**config.mk**
```make
export PLATFORM = sky130hd
export DESIGN_NAME = dly_call_seq
export DESIGN_NICKNAME = d
export VERILOG_FILES = /design/src/rtl/dly_call_pkg.sv /design/src/rtl/dly_call_ctrl.sv /design/src/rtl/dly_call_dp.sv /design/src/rtl/dly_call_seq.sv
export SDC_FILE = /design/constraint.sdc
export NUM_CORES = 1
export LEC_CHECK = 0
export ABC_CLOCK_PERIOD_IN_PS = 2850
export CAP_MARGIN = 5
export CORE_MARGIN = 5
export CORE_UTILIZATION = 30
export CTS_CLUSTER_SIZE = 12
export DETAILED_ROUTE_END_ITERATION = 7
export MAX_ROUTING_LAYER = met4
export PLACE_DENSITY = 0.6
export SYNTH_ARGS = -nofsm -noshare
export SYNTH_HDL_FRONTEND = slang
export SYNTH_SLANG_ARGS = --single-unit
```
**constraint.sdc**
```tcl
create_clock -name clk -period 2.85 [get_ports clk]
set_input_delay 0.285 -clock clk [delete_from_list [all_inputs] [get_ports clk]]
set_output_delay 0.285 -clock clk [all_outputs]
set_load 0.02 [all_outputs]
```
**src/rtl/dly_call_pkg.sv**
```systemverilog
package dly_call_pkg;

  typedef enum logic [1:0] {
    PH_CALLER = 2'd0,
    PH_START  = 2'd1,
    PH_WAIT   = 2'd2,
    PH_END    = 2'd3
  } dly_phase_t;

  // strobes from control to datapath
  typedef struct packed {
    logic loadRegs;
    logic clrCnt;
    logic incCnt;
    logic takeReturn;
  } dly_strobe_t;

endpackage

```
**src/rtl/dly_call_ctrl.sv**
```systemverilog
module dly_call_ctrl
  import dly_call_pkg::*;
(
  input  logic        clk,
  input  logic        rstN,
  input  logic        loadValid,
  input  logic        retOk,
  input  logic        lenZero,
  input  logic        cntLast,
  output dly_strobe_t strobes,
  output dly_phase_t  phase
);

  dly_phase_t phaseNext;

  always_comb begin
    phaseNext = phase;
    strobes   = '0;
    unique case (phase)
      PH_CALLER: begin
        if (loadValid && retOk) begin
          strobes.loadRegs = 1'b1;
          phaseNext        = PH_START;
        end
      end
      PH_START: begin
        strobes.clrCnt = 1'b1;
        phaseNext      = lenZero ? PH_END : PH_WAIT;
      end
      PH_WAIT: begin
        if (cntLast) begin
          phaseNext = PH_END;
        end else begin
          strobes.incCnt = 1'b1;
        end
      end
      PH_END: begin
        strobes.takeReturn = 1'b1;
        phaseNext          = PH_CALLER;
      end
      default: phaseNext = PH_CALLER;
    endcase
  end

  always_ff @(posedge clk) begin
    if (!rstN) begin
      phase <= PH_CALLER;
    end else begin
      phase <= phaseNext;
    end
  end

endmodule

```
**src/rtl/dly_call_dp.sv**
```systemverilog
module dly_call_dp
  import dly_call_pkg::*;
#(
  parameter int DLY_W = 8,
  parameter int ST_W  = 4
) (
  input  logic             clk,
  input  logic             rstN,
  input  dly_strobe_t      strobes,
  input  logic [DLY_W-1:0] loadDelay,
  input  logic [ST_W-1:0]  loadReturn,
  output logic             retOk,
  output logic             lenZero,
  output logic             cntLast,
  output logic [ST_W-1:0]  curCode
);

  localparam logic [ST_W-1:0] MAX_CALLER = ST_W'((1 << ST_W) - 4);

  logic [DLY_W-1:0] lenReg;
  logic [ST_W-1:0]  retReg;
  logic [DLY_W-1:0] cnt;

  assign retOk   = (loadReturn <= MAX_CALLER);
  assign lenZero = (lenReg == '0);
  assign cntLast = (cnt == (lenReg - 1'b1));

  // programmed length and return code
  always_ff @(posedge clk) begin
    if (!rstN) begin
      lenReg <= '0;
      retReg <= '0;
    end else if (strobes.loadRegs) begin
      lenReg <= loadDelay;
      retReg <= loadReturn;
    end
  end

  // wait counter
  always_ff @(posedge clk) begin
    if (!rstN) begin
      cnt <= '0;
    end else if (strobes.clrCnt) begin
      cnt <= '0;
    end else if (strobes.incCnt) begin
      cnt <= cnt + 1'b1;
    end
  end

  // resumed caller state
  always_ff @(posedge clk) begin
    if (!rstN) begin
      curCode <= '0;
    end else if (strobes.takeReturn) begin
      curCode <= retReg;
    end
  end

endmodule

```
**src/rtl/dly_call_seq.sv**
```systemverilog
module dly_call_seq
  import dly_call_pkg::*;
#(
  parameter int DLY_W = 8,
  parameter int ST_W  = 4
) (
  input  logic             clk,
  input  logic             rstN,
  input  logic             loadValid,
  input  logic [DLY_W-1:0] loadDelay,
  input  logic [ST_W-1:0]  loadReturn,
  output logic [ST_W-1:0]  stateOut,
  output logic             busy
);

  localparam logic [ST_W-1:0] CODE_END   = ST_W'((1 << ST_W) - 1);
  localparam logic [ST_W-1:0] CODE_WAIT  = ST_W'((1 << ST_W) - 2);
  localparam logic [ST_W-1:0] CODE_START = ST_W'((1 << ST_W) - 3);

  dly_strobe_t     strobes;
  dly_phase_t      phase;
  logic            retOk;
  logic            lenZero;
  logic            cntLast;
  logic [ST_W-1:0] curCode;

  dly_call_ctrl u_ctrl (
    .clk       (clk),
    .rstN      (rstN),
    .loadValid (loadValid),
    .retOk     (retOk),
    .lenZero   (lenZero),
    .cntLast   (cntLast),
    .strobes   (strobes),
    .phase     (phase)
  );

  dly_call_dp #(.DLY_W(DLY_W), .ST_W(ST_W)) u_dp (
    .clk        (clk),
    .rstN       (rstN),
    .strobes    (strobes),
    .loadDelay  (loadDelay),
    .loadReturn (loadReturn),
    .retOk      (retOk),
    .lenZero    (lenZero),
    .cntLast    (cntLast),
    .curCode    (curCode)
  );

  always_comb begin
    unique case (phase)
      PH_START: stateOut = CODE_START;
      PH_WAIT:  stateOut = CODE_WAIT;
      PH_END:   stateOut = CODE_END;
      default:  stateOut = curCode;
    endcase
  end

  assign busy = (phase != PH_CALLER);

endmodule

```
======== Word-level counts from Yosys, hierarchy flattened ========
Index checks and enable logic that the tools add are counted.
word-level totals
  register bits after elaboration ......... 26
  input port bits ......................... 15
cells by class
  add/sub/neg operators ................... 2
  magnitude comparators ................... 1
  equal/unequal tests ..................... 6
  mux-type cells .......................... 11
  bitwise gates (word level) .............. 1
  reductions and logical operators ........ 6
operator list
  cell                   count
  $pmux W4 S3            1
  $add A8 B1 Y8 const B  1
  $eq A8 B8 Y1           1
  $logic_not A8 Y1       1
  $pmux W2 S4            1
  $sub A8 B1 Y8 const B  1
  $mux W1                7
  $eq A2 B2 Y1 const B   2
  $le A4 B4 Y1 const B   1
  $mux W2                2
  $eq A2 B1 Y1 const B   1
  $logic_not A2 Y1       1
  $ne A2 B1 Y1 const B   1
  $ne A2 B2 Y1 const B   1
  $reduce_and A2 Y1      1
  $reduce_bool A2 Y1     1
  $reduce_or A2 Y1       1
  $logic_and A1 B1 Y1    1
  $not A1 Y1             1

======== Longest topological paths before layout ========
Gate-level depths: netlist of the first run.
  depth after elaboration ................. 4
  mapped depth ............................ 9
  depth with buffers taken out ............ 8

======== By module ========
Synthesis of the first run repeated with hierarchy kept, for this count alone.
unflattened totals
  cell total of the unflattened synthesis .. 154
  area total of the unflattened synthesis .. 1442.6 sq um
modules (own cells, without submodules)
  module         times used  cells an instance  area each (sq um)  seq. area each (sq um)
  dly_call_dp    1           129                1229.9             480.5
  dly_call_ctrl  1           18                 172.7              40.0
  dly_call_seq   1           7                  40.0               0.0

======== Least setup slack after synthesis of the first run ========
No wires, ideal clock.
  path type ............................... register to register
  from .................................... register u_dp.lenReg[0]
  to ...................................... register u_ctrl.phase[1]
  arrival time ............................ 2112 ps
  setup slack ............................. 666 ps
  stages on the path, launching flop included .. 9
  buffers on the path ..................... 0
  cell sequence ........................... dfxtp_1 -> inv_1 -> ha_1 -> nand2b_1 -> o211a_1 -> o31a_1 -> or4_4 -> a21oi_2 -> mux2i_1
between the ends
  cells in the longest elaborated chain, start to end .. 4
ends and longest elaborated chain
  what                         line                 source
  start: declaration           dly_call_dp.sv:20    logic [DLY_W-1:0] lenReg;
  start signal: assignment     dly_call_dp.sv:34    lenReg <= loadDelay;
  $sub A8 B1 Y8                dly_call_dp.sv:26    assign cntLast = (cnt == (lenReg - 1'b1));
  $eq A8 B8 Y1                 dly_call_dp.sv:26
  $ne A2 B2 Y1 (no line)       --
  $reduce_and A2 Y1 (no line)  --
  end signal: assignment       dly_call_ctrl.sv:49  phase <= phaseNext;
  end: declaration             dly_call_ctrl.sv:11  output dly_phase_t phase
No other way between the ends.
A chain may end at the register's enable or synchronous reset.

======== Final worst setup path of the first run ========
Same ends and word-level chain as after synthesis.

==> impl_metrics.tcl, run 1 <==
set metrics [dict create \
    start_util_pct 30.4 \
    cts_resized 0 \
    dp.cells 233 \
    row_count 25 \
    ir_drop_mv 0.446 \
    syn_nets 184 \
    synth_compound_area_share_pct 11.0 \
    cts_buffers 3 \
    cts-hold-fix-buffers 0 \
    timing.final.hold_violations 0 \
    synth_edf_count 0 \
    synthMuxAreaShare_pct 12.7 \
    relSlewSlack_pct 75.0 \
    die-height_um 78.8 \
    fin_worst_skew_ns 0.00514 \
    grt_pass1_vias 1174 \
    overflow 0 \
    crit_path_max_fanout 5 \
    cpPeakStageDelay_ns 0.58 \
    synthTopCellsByCount "dfxtp_1, nor2_1, mux2i_1" \
    fillers 473 \
    worstSetupPathType "flop to flop" \
    yosysTopAreaCellShare_pct 36.7 \
    cp.arrival_ns 2.57 \
    r2r_setup_slack_ns 0.48 \
    hold_class "flop to flop" \
    postLayoutCoreUtil_pct 36.9 \
    wl_um 2980 \
    synth_adder_area_share_pct 6.17 \
    r2r-start "u_dp.lenReg[0]$_SDFFE_PN0P_" \
    synthDistinctLibCells 34 \
    hold_depth 2 \
    post_route_cells_drive_above_1_share_pct 7.14 \
    worstHoldStart "u_dp.curCode[3]$_SDFFE_PN0P_" \
    ctsLongestPathBuffers 2 \
    grt_pass1_wl_um 5040 \
    synth_area_mm2 0.00142 \
    finalSetupViolations 0 \
    critPathLaunchType "flop" \
    ys_seq_elements 26 \
    cts-htree-levels 1 \
    rr_worst_depth 8 \
    ys.warnings.count 0 \
    setup-tns-final_ns 0 \
    fin_cells 236 \
    grt_max_degree 17 \
    crit_chain "inv_1 > ha_1 > nand2b_1 > o211a_1 > o31a_1 > or4_4 > a21oi_2 > mux2i_1" \
    worst_pin_slew_ns 0.372 \
    r2r-end "u_ctrl.phase[1]$_SDFFE_PN0P_" \
    drv_slew 0 \
    multi_input_area_um2 845 \
    outcome "complete, no violations" \
    cap_violations 0 \
    cts_tree "done" \
    gr-usage-all-layers_pct 10.2 \
    drtAntennaViolNets 0 \
    cp_slowest_cell "or4_4" \
    yosys_most_used_dff "dfxtp_1" \
    drt-met1-wl_um 1450 \
    syn_inst 162 \
    fmax_mhz 422 \
    clk_pin_slew_worst_paths_ns 0.08 \
    rsz0062_at_grt "no" \
    synth_top_family_by_area "simple AND/OR/NAND/NOR gates" \
    async_flop_share_pct 0 \
    yosysMostFrequentCell "dfxtp_1" \
    insertion_delay_ns 0.27 \
    holdPathEnd "u_dp.curCode[3]$_SDFFE_PN0P_" \
    numPortBuffers 19 \
    period_share_pct 83.2 \
    fin_nets 206 \
    dp_hpwl_um 2230 \
    cp.required_ns 3.05 \
    syn_to_final_growth_pct 21.3 \
    period_needed_ns 2.37 \
    dr_wl_met3_um 127 \
    clock_sinks 26 \
    cts_setup_buffers 0 \
    via_per_inst 4.94 \
    first_iter_violations 61 \
    cts-root-buf "clkbuf_8" \
    top_layer "met4" \
    leakage_uw 0.000749 \
    regArea_um2 520 \
    core_mm2 0.00466 \
    dr.pass1.iters 4 \
    fp.dieArea_mm2 0.00620 \
    synth_simple_gate_area_share_pct 23.5 \
    worst_setup_path_end_kind "flop" \
    synth-xor-area-share_pct 6.17 \
    globalplace.congestion 0.765 \
    finalPower_uw 1230 \
    n_antenna_cell 0 \
    synth_area_leaders "dfxtp_1, mux2i_1, ha_1" \
    synth_area_per_cell_um2 8.76 \
    power_density_mw_per_mm2 718 \
    ioPinCount 20 \
    antenna_found_initial 0 \
    vias 1167 \
    wl_met2_um 1360 \
    wl_per_cell_um 12.6 \
    synth.largest_area_cell "dfxtp_1" \
    drc_errors 0 \
    die_w_um 78.8 \
    ys_seq_area_share_pct 36.7 \
]
==> flip-flops by register name (all words and copies together), names as in the netlist <==
signal        flops
u_dp.lenReg       8
u_dp.cnt          8
u_dp.curCode      4
u_dp.retReg       4
u_ctrl.phase      2
==> through the flow <==
stage               instance area, µm²  hold WS [ns]  setup slack, ns
floorplan                         1420         0.418            0.666
CTS                               1720         0.503            0.480
detailed placement                1680         0.478            0.503
global route                      1720         0.522            0.342
global placement                  1680         0.473            0.582
finish                            1720         0.496            0.478
==> worst max-delay path: cells and delay by family (launching register included) <==
family                   cells  cell delay [ns]
flip-flops                   1             0.41
AO/OA/AOI/OAI                3             0.59
buffers and inverters        1             0.09
multiplexers                 1             0.19
AND/OR/NAND/NOR              2             0.76
adder cells (fa/ha/maj)      1             0.26
==> cells by family (layout without fill, tap and decap cells) <==
kind of cell	count (synthesis)	after routing
compound gates	25	25
xor+xnor	10	10
fa+ha+maj	7	7
buf+inv	14	34
flops	26	26
mux	18	18
simple gates	62	62
==> power breakdown <==
| part | switching [µW] | leakage (µW) | internal [µW] |
|---|---|---|---|
| clock | 111 | 0.0000216 | 94.6 |
| combinational | 304 | 0.000516 | 263 |
| sequential | 53.8 | 0.000212 | 409 |
| total | 468 | 0.000749 | 767 |
==> routing by layer <==
layer  vias to the layer above  global-route usage [%]
li1                        608                       -
met1                       528                    12.8
met2                        27                    16.5
met3                         4                    2.83
met4                         0                    2.45
met5                         -                       -
==> area by class of cell <==
type,count,share of cell area (%)
flip-flops and latches,26,30.3
well taps,54,3.93
repair buffers,22,12.4
clock buffers,3,2.40
inverters,9,1.96
multi-input cells,122,49.1
==> worst max path at each step <==
stage / startpoint / to / slack [ns] / depth (start not counted)
final: u_dp.lenReg[0]$_SDFFE_PN0P_ / u_ctrl.phase[1]$_SDFFE_PN0P_ / 0.48 / 8
after detailed placement: u_dp.lenReg[0]$_SDFFE_PN0P_ / u_ctrl.phase[1]$_SDFFE_PN0P_ / 0.50 / 8
after floorplan: u_dp.lenReg[0]$_SDFFE_PN0P_ / u_ctrl.phase[1]$_SDFFE_PN0P_ / 0.67 / 8
after global placement: u_dp.lenReg[0]$_SDFFE_PN0P_ / u_ctrl.phase[1]$_SDFFE_PN0P_ / 0.58 / 8
after CTS: u_dp.lenReg[0]$_SDFFE_PN0P_ / u_ctrl.phase[1]$_SDFFE_PN0P_ / 0.48 / 8
after global routing: u_dp.lenReg[0]$_SDFFE_PN0P_ / u_ctrl.phase[1]$_SDFFE_PN0P_ / 0.34 / 8
==> cells in the final DEF (no fill, tap or decap), types with 5 or more instances in the layout <==
master / n
o21ai_0: 7
clkdlybuf4s50_1: 19
nand2b_1: 5
mux2i_1: 18
dfxtp_1: 26
a21oi_1: 9
ha_1: 7
nor2_1: 22
inv_1: 8
xor2_1: 7
nand2_1: 10
No activity file was read; power rests on OpenSTA's default activity.
==> run 2, diff against run 1 <==
--- a/config.mk
+++ b/config.mk
@@ -5,7 +5,7 @@
 export SDC_FILE = /design/constraint.sdc
 export NUM_CORES = 1
 export LEC_CHECK = 0
-export ABC_CLOCK_PERIOD_IN_PS = 2850
+export ABC_CLOCK_PERIOD_IN_PS = 2200
 export CAP_MARGIN = 5
 export CORE_MARGIN = 5
 export CORE_UTILIZATION = 30
==> constraint.sdc (replaced) <==
create_clock -name clk -period 2.2 [get_ports clk]
set_input_delay 0.22 -clock clk [delete_from_list [all_inputs] [get_ports clk]]
set_output_delay 0.22 -clock clk [all_outputs]
set_load 0.02 [all_outputs]
==> run 2 against run 1 <==
Net effect:
- first-iteration DRC count is 57% lower
- worst hold slack better by 0.0041 ns
- sequential power grew 29%
- total power rose by 45%
- wire length up 3.9%
- clock skew barely moved
- critical endpoint unchanged
- largest cell class unchanged
- largest power group unchanged
==> impl_metrics.tcl, run 2 (synthesized netlist as in run 1, its figures left out) <==
set metrics [dict create \
    outcome "complete, no violations" \
    insertion_delay_ns 0.28 \
    die_w_um 78.8 \
    cp.required_ns 2.42 \
    wl_um 3090 \
    power_density_mw_per_mm2 976 \
    core_mm2 0.00466 \
    drc_errors 0 \
    ctsLongestPathBuffers 2 \
    rsz0062_at_grt "no" \
    dp_hpwl_um 2300 \
    antenna_found_initial 0 \
    die-height_um 78.8 \
    drv_slew 0 \
    crit_path_max_fanout 4 \
    via_per_inst 4.97 \
    final_cell_mix "dfxtp_1, nor2_1, mux2i_1" \
    syn_to_final_growth_pct 29.1 \
    wl_per_cell_um 12.7 \
    fin_nets 212 \
    period_needed_ns 2.09 \
    relSlewSlack_pct 79.9 \
    critPathLaunchType "flop" \
    clock_sinks 26 \
    cts_tree "done" \
    fin_worst_skew_ns 0.00557 \
    cts_setup_buffers 0 \
    clk_pin_slew_worst_paths_ns 0.10 \
    finalSetupViolations 0 \
    globalplace.congestion 0.749 \
    period_share_pct 94.9 \
    drtAntennaViolNets 0 \
    fp.dieArea_mm2 0.00620 \
    reg_top3 "u_dp.cnt (8), u_dp.lenReg (8)" \
    worstSetupPathType "flop to flop" \
    grt_pass1_vias 1159 \
    cts-htree-levels 1 \
    vias 1207 \
    grt_pass1_wl_um 5270 \
    timing.final.hold_violations 0 \
    worst_setup_path_end_kind "flop" \
    n_antenna_cell 0 \
    worst_pin_slew_ns 0.301 \
    row_count 25 \
    ioPinCount 20 \
    numPortBuffers 19 \
    first_iter_violations 26 \
    fmax_mhz 479 \
    cts-hold-fix-buffers 0 \
    overflow 0 \
    fillers 466 \
    hold_ws_ns 0.500 \
    stdcell_area_mm2 0.00183 \
    place_area_mm2 0.00172 \
    regArea_um2 520 \
    gr-usage-all-layers_pct 10.8 \
    hold_class "flop to flop" \
    start_util_pct 30.4 \
    dr.pass1.iters 4 \
    cts-root-buf "clkbuf_8" \
    setup-tns-final_ns 0 \
    multi_input_area_um2 873 \
    postLayoutCoreUtil_pct 39.3 \
    cts_buffers 3 \
    leakage_uw 0.000851 \
    cp.arrival_ns 2.31 \
    final_common_cell "dfxtp_1" \
    post_route_cells_drive_above_1_share_pct 12.2 \
    finalPower_uw 1790 \
    ir_drop_mv 0.549 \
    grt_max_degree 17 \
    cap_violations 0 \
]
-- run 2: stage by stage --
stage	cells	worst slack (ns)
3_3_place_gp	239	0.0609
2_1_floorplan	162	0.0161
3_5_place_dp	239	0.0173
6_report	243	0.112
4_1_cts	243	0.00536
5_1_grt	243	0.00664
-- run 2: critical path, cell delays in order, from the launching register on --
cell      delay (ns)
dfxtp_1         0.34
inv_1           0.06
ha_2            0.21
nand2b_1        0.16
o211a_1         0.13
o31a_1          0.31
or4_4           0.47
a21oi_4         0.18
mux2i_1         0.18
-- run 2: cell type report --
type / instances / share of cell area, %
sequential: 26 / 28.4
inverter: 9 / 1.84
clock inverter: 1 / 1.64
clock buffer: 3 / 2.25
timing repair buffer: 28 / 14.5
tap: 54 / 3.69
multi-input combinational: 122 / 47.7
-- run 2: final timing paths --
| check | from | to | slack [ns] | cells after the start |
|---|---|---|---|---|
| worst min-delay path | u_dp.curCode[3]$_SDFFE_PN0P_ | u_dp.curCode[3]$_SDFFE_PN0P_ | 0.50 | 2 |
| worst max register to register | u_dp.lenReg[0]$_SDFFE_PN0P_ | u_ctrl.phase[1]$_SDFFE_PN0P_ | 0.11 | 8 |
| worst min register to register | u_dp.curCode[3]$_SDFFE_PN0P_ | u_dp.curCode[3]$_SDFFE_PN0P_ | 0.50 | 2 |
| worst max-delay path | u_dp.lenReg[0]$_SDFFE_PN0P_ | u_ctrl.phase[1]$_SDFFE_PN0P_ | 0.11 | 8 |
-- run 2: repair_timing --
item                                    4_1_cts  5_1_grt
endpoints found under the setup margin        1       12
resized for setup                             2        6
pin swaps                                     1        2
-- run 2: routing by layer --
metal | vias to the layer above | track usage, % | routed length (µm) | share of wire, %
met5 | - | - | 0 | 0
li1 | 624 | - | - | -
met1 | 549 | 13.7 | 1520 | 49
met2 | 24 | 16.1 | 1400 | 45
met3 | 10 | 3.29 | 100 | 3.2
met4 | 0 | 4.20 | 77 | 2.5
-- run 2: where the power goes --
part           total, µW  switching [µW]  internal (µW)
Combinational        789             413            376
Sequential           595            65.3            530
Clock                404             160            244
==> run 3, diff against run 2 <==
--- a/config.mk
+++ b/config.mk
@@ -8,11 +8,11 @@
 export ABC_CLOCK_PERIOD_IN_PS = 2200
 export CAP_MARGIN = 5
 export CORE_MARGIN = 5
-export CORE_UTILIZATION = 30
+export CORE_UTILIZATION = 40
 export CTS_CLUSTER_SIZE = 12
 export DETAILED_ROUTE_END_ITERATION = 7
 export MAX_ROUTING_LAYER = met4
-export PLACE_DENSITY = 0.6
+export PLACE_DENSITY = 0.73
 export SYNTH_ARGS = -nofsm -noshare
 export SYNTH_HDL_FRONTEND = slang
 export SYNTH_SLANG_ARGS = --single-unit
==> run 3 against run 2 <==
Net effect:
- total power decreased by 9.9%
- global-route usage is 2.9 points higher
- setup slack lost 0.017 ns
- worst hold slack lost 0.015 ns
- critical endpoint unchanged
- combinational power down 3%
- critical path type unchanged
- clock power fell by 40%
- largest power group unchanged
==> impl_metrics.tcl, run 3 (synthesized netlist as in run 1, its figures left out) <==
set metrics [dict create \
    cp.required_ns 2.46 \
    start_util_pct 41.9 \
    hold_class "input pin to flop" \
    cpPeakStageDelay_ns 0.59 \
    wl_per_cell_um 13.1 \
    holdPathEnd "u_dp.lenReg[5]$_SDFFE_PN0P_" \
    timing.final.hold_violations 0 \
    row_count 21 \
    hold_depth 3 \
    clk_pin_slew_worst_paths_ns 0.14 \
    p_comb_share_pct 47.7 \
    crit_chain "xor2_1 > xnor2_1 > o2111ai_1 > or4_4 > a21oi_4 > mux2i_1" \
    intPower_uw 993 \
    clock_power_share_pct 15.0 \
    r2r-end "u_ctrl.phase[1]$_SDFFE_PN0P_" \
    wl_um 3050 \
    final_cell_mix "dfxtp_1, nor2_1, mux2i_1" \
    ir_drop_mv 0.572 \
    ioPinCount 20 \
    sw_frac_of_total_pct 38.4 \
    cts_tree "done" \
    finalSetupViolations 0 \
    dr.pass1.iters 4 \
    rsz0062_at_grt "yes" \
    grt_pass1_wl_um 5440 \
    antenna_found_initial 0 \
    dp_hpwl_um 2350 \
    cp_slowest_cell "or4_4" \
    n_antenna_cell 0 \
    r2r-start "u_dp.lenReg[3]$_SDFFE_PN0P_" \
    worstHoldStart "loadDelay[5]" \
    worst-path-stages 6 \
    vias 1209 \
    r2r_setup_slack_ns 0.09 \
    syn_to_final_growth_pct 24.0 \
    via_per_inst 5.21 \
    fin_worst_skew_ns 0.00479 \
    hold_ws_ns 0.485 \
    seqPwrFrac_pct 37.3 \
    period_needed_ns 2.11 \
    die-height_um 69.6 \
    worstSetupPathType "flop to flop" \
    drv_slew 0 \
    fp.dieArea_mm2 0.00484 \
    cts_buffers 3 \
    cap_violations 0 \
    drc_errors 0 \
    insertion_delay_ns 0.32 \
    overflow 0 \
    core_mm2 0.00339 \
    cts-hold-fix-buffers 0 \
    place_area_mm2 0.00169 \
    gr-usage-all-layers_pct 13.6 \
    globalplace.congestion 0.798 \
    critPathLaunchType "flop" \
    rr_worst_depth 6 \
    worst_setup_path_end_kind "flop" \
    grt_pass1_vias 1254 \
    stdcell_area_mm2 0.00176 \
    cts-root-buf "clkbuf_4" \
    cts_setup_buffers 0 \
    postLayoutCoreUtil_pct 51.9 \
    ctsLongestPathBuffers 2 \
    grt_max_degree 18 \
    reg_top3 "u_dp.cnt (8), u_dp.lenReg (8)" \
    fin_nets 209 \
    fillers 320 \
    numPortBuffers 19 \
    cts-htree-levels 1 \
    first_iter_violations 41 \
    leakage_uw 0.000789 \
    clock_sinks 26 \
    cp_num_buf_inv 0 \
    worst_pin_slew_ns 0.322 \
    outcome "complete, no violations" \
    final_common_cell "dfxtp_1" \
    critical_path.top_delay_family "simple AND/OR/NAND/NOR gates" \
    relSlewSlack_pct 78.5 \
    period_share_pct 95.7 \
    crit_path_max_fanout 6 \
    cp.arrival_ns 2.36 \
    power_density_mw_per_mm2 916 \
    p_switching_uw 619 \
    drtAntennaViolNets 0 \
    die_w_um 69.6 \
    post_route_cells_drive_above_1_share_pct 12.9 \
    fmax_mhz 475 \
]
[run 3: how the worst max path moves through the flow]
stage,from,end
after floorplan,u_dp.lenReg[0]$_SDFFE_PN0P_,u_ctrl.phase[1]$_SDFFE_PN0P_
after global placement,u_dp.lenReg[0]$_SDFFE_PN0P_,u_ctrl.phase[1]$_SDFFE_PN0P_
after detailed placement,u_dp.lenReg[0]$_SDFFE_PN0P_,u_ctrl.phase[1]$_SDFFE_PN0P_
after CTS,u_ctrl.phase[0]$_SDFFE_PN0P_,busy
after global routing,u_dp.lenReg[0]$_SDFFE_PN0P_,u_dp.cnt[6]$_SDFFE_PP0P_
final,u_dp.lenReg[3]$_SDFFE_PN0P_,u_ctrl.phase[1]$_SDFFE_PN0P_
[run 3: metal layers]
layer | track usage [%] | vias up | share of wire [%]
met5 | - | - | 0
met4 | 2.82 | 0 | 0.92
met3 | 2.90 | 4 | 2.7
met2 | 22.8 | 17 | 51
met1 | 17.0 | 568 | 45
li1 | - | 620 | -
[run 3: area by class of cell]
| class | instances | area (µm²) | share of cell area, % |
|---|---|---|---|
| Multi-Input combinational cell | 122 | 872 | 49.6 |
| Sequential cell | 26 | 524 | 29.8 |
| Timing Repair Buffer | 25 | 235 | 13.4 |
| Tap cell | 46 | 57.6 | 3.27 |
| Clock buffer | 4 | 36.3 | 2.06 |
| Inverter | 9 | 33.8 | 1.92 |
[run 3: worst reg2reg max path, delay by kind of cell (launching register included)]
family	cells	cell delay, ns
multiplexers	1	0.19
flip-flops	1	0.54
XOR/XNOR	2	0.39
AO/OA/AOI/OAI	2	0.34
AND/OR/NAND/NOR	1	0.59
[run 3: power groups by stage]
stage	combinational [µW]	sequential, µW	clock, µW
2_1_floorplan	516	590	0
3_3_place_gp	731	599	0
3_5_place_dp	753	605	0
4_1_cts	766	595	252
5_1_grt	849	611	275
6_report	769	601	242
[run 3: metrics by stage]
step / std cells / TNS [ns] / total power, µW / worst slack, ns
floorplan: 162 / 0 / 1110 / 0.0161
global placement: 228 / 0 / 1330 / 0.0537
detailed placement: 228 / -0.0523 / 1360 / -0.0485
CTS: 232 / 0 / 1610 / 0.0322
global route: 232 / -0.0307 / 1730 / -0.0307
finish: 232 / 0 / 1610 / 0.0949
[run 3: what timing repair did]
| item | 4_1_cts | 5_1_grt |
|---|---|---|
| gates resized for setup | 5 | 7 |
| pin swaps | 1 | 2 |
| endpoints found under the setup margin | 5 | 6 |
| cloned | 0 | 0 |
| hold endpoints to repair | 0 | 0 |
